==> src/rtl/adc_wake_seq_pkg.sv <==
package adc_wake_seq_pkg;
  typedef enum logic [1:0] {
    ST_IDLE = 2'd0,
    ST_WAKE = 2'd1,
    ST_CONV = 2'd2
  } seq_state_e;
endpackage

==> src/rtl/seq_downcnt.sv <==
// Loadable down-counter that stops at zero.
module seq_downcnt #(
  parameter int W = 8
) (
  input  logic         clk,
  input  logic         rst,
  input  logic         load,
  input  logic [W-1:0] load_val,
  output logic         zero
);
  logic [W-1:0] cnt;

  always_ff @(posedge clk) begin
    if (rst) begin
      cnt <= '0;
    end else if (load) begin
      cnt <= load_val;
    end else if (cnt != '0) begin
      cnt <= cnt - 1'b1;
    end
  end

  assign zero = (cnt == '0);
endmodule

==> src/rtl/seq_pacer.sv <==
// Throughput pacing: ready goes high PERIOD cycles after a start.
module seq_pacer #(
  parameter int PERIOD = 16
) (
  input  logic clk,
  input  logic rst,
  input  logic start,
  output logic ready
);
  generate
    if (PERIOD <= 1) begin : g_off
      logic unused_pace;
      assign unused_pace = ^{clk, rst, start};
      assign ready = 1'b1;
    end else begin : g_on
      localparam int PW = $clog2(PERIOD);
      localparam logic [PW-1:0] RELOAD = PW'(PERIOD - 1);
      seq_downcnt #(.W(PW)) u_win (
        .clk      (clk),
        .rst      (rst),
        .load     (start),
        .load_val (RELOAD),
        .zero     (ready)
      );
    end
  endgenerate
endmodule

==> src/rtl/adc_wake_seq.sv <==
module adc_wake_seq
  import adc_wake_seq_pkg::*;
#(
  parameter int WAKE_EXT_CYC = 100,
  parameter int WAKE_INT_CYC = 2500,
  parameter int CONV_CYC     = 42,
  parameter int PERIOD_CYC   = 1000
) (
  input  logic clk,
  input  logic rst,
  input  logic req_i,
  input  logic ref_sel_i,
  output logic strobe_o,
  output logic busy_o,
  output logic done_o
);
  localparam int MAX_WAKE = (WAKE_INT_CYC > WAKE_EXT_CYC) ? WAKE_INT_CYC : WAKE_EXT_CYC;
  localparam int MAX_PH   = (MAX_WAKE > CONV_CYC) ? MAX_WAKE : CONV_CYC;
  localparam int CNT_W    = $clog2(MAX_PH + 1);
  localparam logic [CNT_W-1:0] EXT_LD  = CNT_W'(WAKE_EXT_CYC - 1);
  localparam logic [CNT_W-1:0] INT_LD  = CNT_W'(WAKE_INT_CYC - 1);
  localparam logic [CNT_W-1:0] CONV_LD = CNT_W'(CONV_CYC - 1);

  seq_state_e       state;
  logic             accept;
  logic             pace_ready;
  logic             ph_load;
  logic             ph_zero;
  logic [CNT_W-1:0] ph_val;

  // A request is taken only when idle and the pacing window is open;
  // the reference choice matters only at this instant.
  assign accept  = (state == ST_IDLE) && req_i && pace_ready;
  assign ph_load = accept || ((state == ST_WAKE) && ph_zero);
  assign ph_val  = accept ? (ref_sel_i ? INT_LD : EXT_LD) : CONV_LD;

  seq_downcnt #(.W(CNT_W)) u_phase (
    .clk      (clk),
    .rst      (rst),
    .load     (ph_load),
    .load_val (ph_val),
    .zero     (ph_zero)
  );

  seq_pacer #(.PERIOD(PERIOD_CYC)) u_pace (
    .clk   (clk),
    .rst   (rst),
    .start (accept),
    .ready (pace_ready)
  );

  always_ff @(posedge clk) begin
    if (rst) begin
      state    <= ST_IDLE;
      strobe_o <= 1'b0;
      busy_o   <= 1'b0;
      done_o   <= 1'b0;
    end else begin
      done_o <= 1'b0;
      case (state)
        ST_IDLE: begin
          if (accept) begin
            state    <= ST_WAKE;
            strobe_o <= 1'b1;
            busy_o   <= 1'b1;
          end
        end
        ST_WAKE: begin
          if (ph_zero) begin
            state    <= ST_CONV;
            strobe_o <= 1'b0;
          end
        end
        ST_CONV: begin
          if (ph_zero) begin
            state  <= ST_IDLE;
            busy_o <= 1'b0;
            done_o <= 1'b1;
          end
        end
        default: begin
          state    <= ST_IDLE;
          strobe_o <= 1'b0;
          busy_o   <= 1'b0;
        end
      endcase
    end
  end
endmodule

==> config.mk <==
export PLATFORM = sky130hd
export DESIGN_NAME = adc_wake_seq
export DESIGN_NICKNAME = d
export VERILOG_FILES = /design/src/rtl/adc_wake_seq_pkg.sv /design/src/rtl/seq_downcnt.sv /design/src/rtl/seq_pacer.sv /design/src/rtl/adc_wake_seq.sv
export SDC_FILE = /design/constraint.sdc
export NUM_CORES = 1
export LEC_CHECK = 0
export BUFFER_PORTS_ARGS = -buffer_cell sky130_fd_sc_hd__buf_4
export CAP_MARGIN = 10
export CORE_AREA = 8 8 54 56
export CTS_BUF_LIST = sky130_fd_sc_hd__clkbuf_8
export DETAILED_ROUTE_END_ITERATION = 12
export DIE_AREA = 0 0 62 64
export MAX_ROUTING_LAYER = met4
export PLACE_DENSITY_LB_ADDON = 0.1
export RECOVER_POWER = 25
export SYNTH_ARGS = -nofsm -noshare
export SYNTH_HDL_FRONTEND = slang
export SYNTH_SLANG_ARGS = --single-unit
==> constraint.sdc <==
create_clock -name clk -period 2.8 [get_ports clk]
set_input_delay 0.28 -clock clk [delete_from_list [all_inputs] [get_ports clk]]
set_output_delay 0.28 -clock clk [all_outputs]
set_load 0.01 [all_outputs]
==> key figures, run 1 <==
Status
  – Status: finished clean

Synthesis
  – Cell Area, Synth: 1320 µm²
  – Mapped Cells: 152
  – Post-synth ARST share: 0%
  – Synth Flop Type: dfxtp_1
  – FF+latch count, synth: 27
  – Post-synthesis sequential area ratio: 41.1%
  – Mapped Avg Cell Area: 8.65 µm²
  – Number of synthesized flops with an enable pin: 0
  – Syn Nets: 159
  – Distinct cell type count of the synthesized netlist: 41
  – Synth warn: 0

Timing
  – Fin crit share: 82.1%
  – Endpoints failing setup: 0
  – Skew final: 0.00560 ns
  – Min Tclk post-route: 2.30 ns
  – Setup TNS: 0 ns
  – Worst relative slew slack: 59.4%
  – Endpoints failing hold: 0
  – RSZ-0062 raised after global routing: false
  – Slew Limit Fails: 0
  – Highest Clock Rate: 435 MHz
  – Worst Max-Slew Pin Slew: 0.603 ns

Drt
  – Total number of vias: 1,112
  – Max Used Layer: met4
  – WL/cell: 13.8 µm
  – Routed wire length: 2560 µm
  – Via/cell ratio: 6.01
  – Iter 0 DRT Violations: 32
  – Pre-antenna DRT Iters: 4
  – Antenna Violating Nets Remaining: 0
  – # DRC: 0
  – M1 WL: 1280 µm
  – Routed length on met3: 103 µm
  – Met2 wire length: 1130 µm

CTS
  – CTS Hold Bufs: 0
  – TritonCTS clock tree: done
  – CTS sink count: 27
  – # H-tree levels: 1
  – Clock Latency Late Sink: 0.27 ns
  – Num CTS Buffers: 3
  – CTS clk-pin slew, worst paths: 0.09 ns
  – Root Driver: clkbuf_8
  – Post CTS Setup Buffer Count: 0
  – Buffer levels on the longest clock path: 2
  – Post-CTS sizing: 0

Pwr
  – Pwr Density: 1250 nW/µm²
  – VDD IR-drop max: 0.000836 V
  – P_leak: 0.529 nW

Setup path
  – Startpoint Class: flop
  – Max Fanout on Critical Path: 10
  – Family with the most delay on the worst path: simple AND/OR/NAND/NOR gates
  – Critical Path Stages: 7
  – Reg2reg end: u_phase.cnt[3]$_SDFFE_PP0P_
  – Type of the worst setup path: flop to flop
  – Sum of buffers and inverters on the critical path: 1
  – RR Startpoint: u_pace.g_on.u_win.cnt[0]$_SDFFE_PP0P_
  – Critical Path Max Stage Delay: 0.59 ns
  – Flop2flop setup slack: 0.50 ns
  – WP data required: 2.95 ns
  – CP cell instances: inv_1 -> ha_1 -> or4b_1 -> nor3_1 -> nand2_2 -> nand2_1 -> nor2_1
  – Worst r2r path cells: 7
  – CP Capture Type: flop
  – Worst EP arrival: 2.45 ns
  – Crit-path slowest cell: or4b_1

Placed design
  – Hpwl dp: 1810 µm
  – GPL Wtd Cong: 0.914
  – Post-DP Area: 1370 µm²
  – Port buffer count: 6

GRT
  – Vias in the first global route: 996
  – First-pass GRT wire length: 4370 µm
  – Pin count of the biggest net entering global routing: 21
  – Global Route Usage Sum: 14.4%
  – Global route overflow: 0
  – Antenna violations before repair: 0

Hold path
  – Hold EP: u_phase.cnt[11]$_SDFFE_PP0P_
  – Hold path startpoint: ref_sel_i
  – Hold depth: 2
  – Hold Path Class: input pin to flop

Final layout
  – Post-layout nets: 165
  – Synthesis-to-finish area growth: 5.80%
  – Fillers: 179
  – Share of layout cells above drive strength 1: 9.55%
  – Diode count: 0
  – Commonest non-fill, non-tap cells in the layout: 27 x dfxtp_1, 15 x a21oi_1, 14 x nor2_1
  – Post-route cell area: 1390 µm²
  – Commonest non-fill, non-tap cell in the layout: dfxtp_1

Die
  – Num ports: 7
  – Row count: 17
  – Core area: 2110 µm²
  – Die Span X: 62 µm
  – Initial Util: 62.4%
  – Area of the die: 3970 µm²
  – Die Span Y: 64 µm

Job
  – # Max-Cap Violations: 0
[per-stage QoR]
| step | power (mW) | cells | setup WS (ns) | util (%) | hold WS, ns |
|---|---|---|---|---|---|
| floorplan | 1.40 | 152 | 0.940 | - | 0.434 |
| global placement | 1.51 | 181 | 0.774 | 65.0 | 0.471 |
| detailed placement | 1.55 | 181 | 0.697 | 65.0 | 0.477 |
| CTS | 1.76 | 185 | 0.701 | 67.1 | 0.271 |
| global route | 1.88 | 185 | 0.339 | 66.1 | 0.283 |
| finish | 1.73 | 185 | 0.500 | 66.1 | 0.279 |
[synthesized netlist by cell type, types with 2 or more instances]
master,count,area (µm²)
a211oi_1,7,52.6
a21oi_1,15,75.1
a311oi_1,3,26.3
buf_2,2,10.0
clkbuf_1,2,7.51
dfxtp_1,27,541
ha_1,3,37.5
inv_1,7,26.3
nand2_1,9,33.8
nand2b_1,3,18.8
nand3_1,3,15.0
nor2_1,14,52.6
nor3_1,11,55.1
nor4_1,5,31.3
o21ai_0,6,30.0
or3_1,5,31.3
or4_1,5,37.5
xnor2_1,2,17.5
[flip-flops by register name, summed over array words and instances (netlist names)]
| name | count |
|---|---|
| done_o | 1 |
| state | 2 |
| strobe_o | 1 |
| u_pace.g_on.u_win.cnt | 10 |
| busy_o | 1 |
| u_phase.cnt | 12 |
[kinds of logic (layout without fill, tap and decap cells)]
logic type / Yosys count / count (layout) / synth area share (%)
and+or+nand+nor: 68 / 68 / 30.5
DFF: 27 / 27 / 41.1
adders and majority gates: 3 / 3 / 2.85
AOI/OAI and AO/OA: 37 / 37 / 18.0
buffers and inverters: 13 / 18 / 4.57
muxes: 2 / 2 / 1.62
xor gates and xnor gates: 2 / 2 / 1.33
[worst reg2reg max path, cell delays in order, from the launching register on]
cell,delay [ns]
dfxtp_1,0.34
inv_1,0.06
ha_1,0.19
or4b_1,0.59
nor3_1,0.41
nand2_2,0.23
nand2_1,0.29
nor2_1,0.09
[routing by layer]
metal	GRT usage, %	up-vias
met4	6.55	0
met3	3.00	5
met2	20.4	24
met1	18.8	509
li1	-	574
met5	-	-
[area by class of cell]
cell class              instances  area [µm²]  area share (%)
clock buffers                   3        41.3            2.97
clock inverters                 1        3.75           0.270
inverters                       7        26.3            1.89
multi-input cells             112         703            50.5
flip-flops and latches         27         541            38.8
well taps                      28        35.0            2.52
repair buffers                  7        41.3            2.97
[report_power, final]
group	switching [mW]	internal, mW	total, mW
combinational	0.482	0.381	0.863
sequential	0.142	0.518	0.660
clock	0.111	0.0982	0.209
total	0.735	0.997	1.73
[worst max path at each step]
stage | startpoint | slack (ns) | to
2_1_floorplan | u_pace.g_on.u_win.cnt[0]$_SDFFE_PP0P_ | 0.94 | u_pace.g_on.u_win.cnt[8]$_SDFFE_PP0P_
3_3_place_gp | u_pace.g_on.u_win.cnt[0]$_SDFFE_PP0P_ | 0.77 | u_phase.cnt[3]$_SDFFE_PP0P_
3_5_place_dp | u_pace.g_on.u_win.cnt[0]$_SDFFE_PP0P_ | 0.70 | u_pace.g_on.u_win.cnt[7]$_SDFFE_PP0P_
4_1_cts | u_pace.g_on.u_win.cnt[0]$_SDFFE_PP0P_ | 0.70 | u_pace.g_on.u_win.cnt[7]$_SDFFE_PP0P_
5_1_grt | u_pace.g_on.u_win.cnt[0]$_SDFFE_PP0P_ | 0.34 | u_phase.cnt[3]$_SDFFE_PP0P_
6_report | u_pace.g_on.u_win.cnt[0]$_SDFFE_PP0P_ | 0.50 | u_phase.cnt[3]$_SDFFE_PP0P_
Note: power is estimated with default switching activity, not from simulation.
==> run 2: changes to the inputs <==
--- a/config.mk
+++ b/config.mk
@@ -7,10 +7,10 @@
 export LEC_CHECK = 0
 export BUFFER_PORTS_ARGS = -buffer_cell sky130_fd_sc_hd__buf_4
 export CAP_MARGIN = 10
-export CORE_AREA = 8 8 54 56
+export CORE_AREA = 8 8 56 58
 export CTS_BUF_LIST = sky130_fd_sc_hd__clkbuf_8
 export DETAILED_ROUTE_END_ITERATION = 12
-export DIE_AREA = 0 0 62 64
+export DIE_AREA = 0 0 64 66
 export MAX_ROUTING_LAYER = met4
 export PLACE_DENSITY_LB_ADDON = 0.1
 export RECOVER_POWER = 25
==> constraint.sdc (replaced) <==
create_clock -name clk -period 2.3 [get_ports clk]
set_input_delay 0.23 -clock clk [delete_from_list [all_inputs] [get_ports clk]]
set_output_delay 0.23 -clock clk [all_outputs]
set_load 0.01 [all_outputs]
==> run 2 against run 1 <==
Combinational power rose by 24%. Clock power rose by 28%. Clock-buffer cell count did not move. Worst hold slack got worse by 0.057 ns. Worst setup slack got worse by 0.27 ns. Global-route usage fell by 1.4 points. Routed wire length fell by 1.3%. Die area rose by 6.5%. First-iteration DRC count rose by 13%. Final area rose by 1.3%. Largest cell class unchanged.
==> key figures, run 2 (same netlist as run 1, synthesis figures left out) <==
Drt
  – # DRC: 0
  – Iter 0 DRT Violations: 36
  – Total number of vias: 1,113
  – Routed wire length: 2520 µm
  – WL/cell: 13.5 µm
  – Antenna Violating Nets Remaining: 0
  – Pre-antenna DRT Iters: 4
  – Via/cell ratio: 5.95

Final layout
  – Commonest non-fill, non-tap cells in the layout: 27 x dfxtp_1, 15 x a21oi_1, 14 x nor2_1
  – Post-route cell area: 1410 µm²
  – Diode count: 0
  – Largest registers: u_phase.cnt (12), u_pace.g_on.u_win.cnt (10), state (2)
  – Synthesis-to-finish area growth: 7.23%
  – Core Util, Final: 60.8%
  – Multi-input gate area: 716 µm²
  – Largest Register: u_phase.cnt
  – Seq. cell area: 541 µm²
  – Post-layout nets: 165
  – Max reg flops: 12
  – Share of layout cells above drive strength 1: 11.5%
  – Commonest non-fill, non-tap cell in the layout: dfxtp_1
  – Fillers: 215

Die
  – Row count: 18
  – Num ports: 7
  – Initial Util: 56.7%
  – Die Span Y: 66 µm
  – Die Span X: 64 µm
  – Core area: 2320 µm²
  – Area of the die: 4220 µm²

Setup path
  – Setup crit start: u_pace.g_on.u_win.cnt[0]$_SDFFE_PP0P_
  – Reg2reg end: u_pace.g_on.u_win.cnt[7]$_SDFFE_PP0P_
  – WP data required: 2.44 ns
  – Critical Path Max Stage Delay: 0.61 ns
  – Critical Path Stages: 7
  – Most frequent CP cell: nor4_1
  – Flop2flop setup slack: 0.23 ns
  – Family with the most delay on the worst path: simple AND/OR/NAND/NOR gates
  – Max Fanout on Critical Path: 6
  – CP cell instances: inv_1 -> ha_1 -> or4b_1 -> nor4_1 -> nor4_1 -> a211oi_1 -> a311oi_1
  – RR Startpoint: u_pace.g_on.u_win.cnt[0]$_SDFFE_PP0P_
  – Sum of buffers and inverters on the critical path: 1
  – CP Capture Type: flop
  – Worst EP arrival: 2.21 ns
  – Startpoint Class: flop
  – Crit-path slowest cell: or4b_1
  – Type of the worst setup path: flop to flop
  – Worst r2r path cells: 7

CTS
  – Post-CTS sizing: 0
  – Buffer levels on the longest clock path: 2
  – CTS sink count: 27
  – Root Driver: clkbuf_8
  – Num CTS Buffers: 3
  – TritonCTS clock tree: done
  – Clock Latency Late Sink: 0.27 ns
  – CTS Hold Bufs: 0
  – # H-tree levels: 1
  – Post CTS Setup Buffer Count: 0
  – CTS clk-pin slew, worst paths: 0.09 ns

Placed design
  – Setup WS pre-CTS: 0.225 ns
  – Port buffer count: 6
  – Hpwl dp: 1830 µm
  – GPL Wtd Cong: 0.935
  – Post-DP Area: 1370 µm²

Timing
  – Worst Max-Slew Pin Slew: 0.571 ns
  – Fin crit share: 90.2%
  – RSZ-0062 raised after global routing: false
  – Skew final: 0.00496 ns
  – Worst relative slew slack: 61.6%
  – Setup TNS: 0 ns
  – Min Tclk post-route: 2.07 ns
  – Post-route setup slack: 0.226 ns
  – Highest Clock Rate: 482 MHz
  – Slew Limit Fails: 0
  – Endpoints failing hold: 0
  – Endpoints failing setup: 0

Pwr
  – Pwr Density: 1520 nW/µm²
  – P_leak: 0.525 nW
  – VDD IR-drop max: 0.000886 V

Hold path
  – Hold EP: u_phase.cnt[11]$_SDFFE_PP0P_
  – Hold path startpoint: ref_sel_i
  – Hold depth: 2
  – Hold Path Class: input pin to flop

GRT
  – Pin count of the biggest net entering global routing: 21
  – Antenna violations before repair: 0
  – First-pass GRT wire length: 4440 µm
  – Global route overflow: 0
  – Vias in the first global route: 1,012
  – Global Route Usage Sum: 12.9%

Job
  – # Max-Cap Violations: 0

Status
  – Status: finished clean
==> run 2: cell count changes in the layout (fill, tap and decap cells not counted) <==
cell,change
clkinvlp_4,+1
and4b_2,+1
inv_1,-1
nor3_4,+1
nor3_1,-1
and4b_1,-1
==> run 2: worst reg2reg max path: cells and delay by family (launching register included) <==
| kind | cells | cell delay (ns) |
|---|---|---|
| flip-flops | 1 | 0.34 |
| AO/OA/AOI/OAI | 2 | 0.32 |
| adder cells (fa/ha/maj) | 1 | 0.17 |
| AND/OR/NAND/NOR | 3 | 1.05 |
| buffers and inverters | 1 | 0.07 |
==> run 2: stage by stage <==
| step | std cells | hold slack [ns] | power (mW) |
|---|---|---|---|
| after floorplan | 152 | 0.384 | 1.71 |
| after global placement | 183 | 0.473 | 1.86 |
| after detailed placement | 183 | 0.480 | 1.88 |
| after CTS | 187 | 0.216 | 2.16 |
| after global routing | 187 | 0.218 | 2.34 |
| final | 187 | 0.222 | 2.14 |
==> run 2: layout make-up <==
type | count | area share (%)
timing repair buffer | 7 | 2.93
tap | 30 | 2.66
inverter | 7 | 1.86
clock inverter | 1 | 0.532
clock buffer | 3 | 2.93
sequential | 27 | 38.3
multi-input combinational | 112 | 50.8
==> run 2: routing by layer <==
metal  vias to the layer above  global-route usage, %  wire length (µm)
met5                         -                      -                 0
met1                       522                   15.2              1220
met3                         2                   2.88                78
met4                         0                   3.62                15
met2                        12                   21.7              1210
li1                        577                      -                 -
==> run 2: power breakdown <==
part	internal (mW)	leakage [nW]	switching [mW]
logic	0.473	0.281	0.599
registers	0.631	0.222	0.171
clock network	0.123	0.0217	0.144
total	1.23	0.525	0.914
==> run 2: how the worst max path moves through the flow <==
| stage | endpoint | slack (ns) |
|---|---|---|
| 4_1_cts | u_pace.g_on.u_win.cnt[7]$_SDFFE_PP0P_ | 0.21 |
| 5_1_grt | u_phase.cnt[11]$_SDFFE_PP0P_ | 0.09 |
| 2_1_floorplan | u_pace.g_on.u_win.cnt[8]$_SDFFE_PP0P_ | 0.44 |
| 6_report | u_pace.g_on.u_win.cnt[7]$_SDFFE_PP0P_ | 0.23 |
| 3_3_place_gp | u_pace.g_on.u_win.cnt[7]$_SDFFE_PP0P_ | 0.29 |
| 3_5_place_dp | u_pace.g_on.u_win.cnt[7]$_SDFFE_PP0P_ | 0.23 |
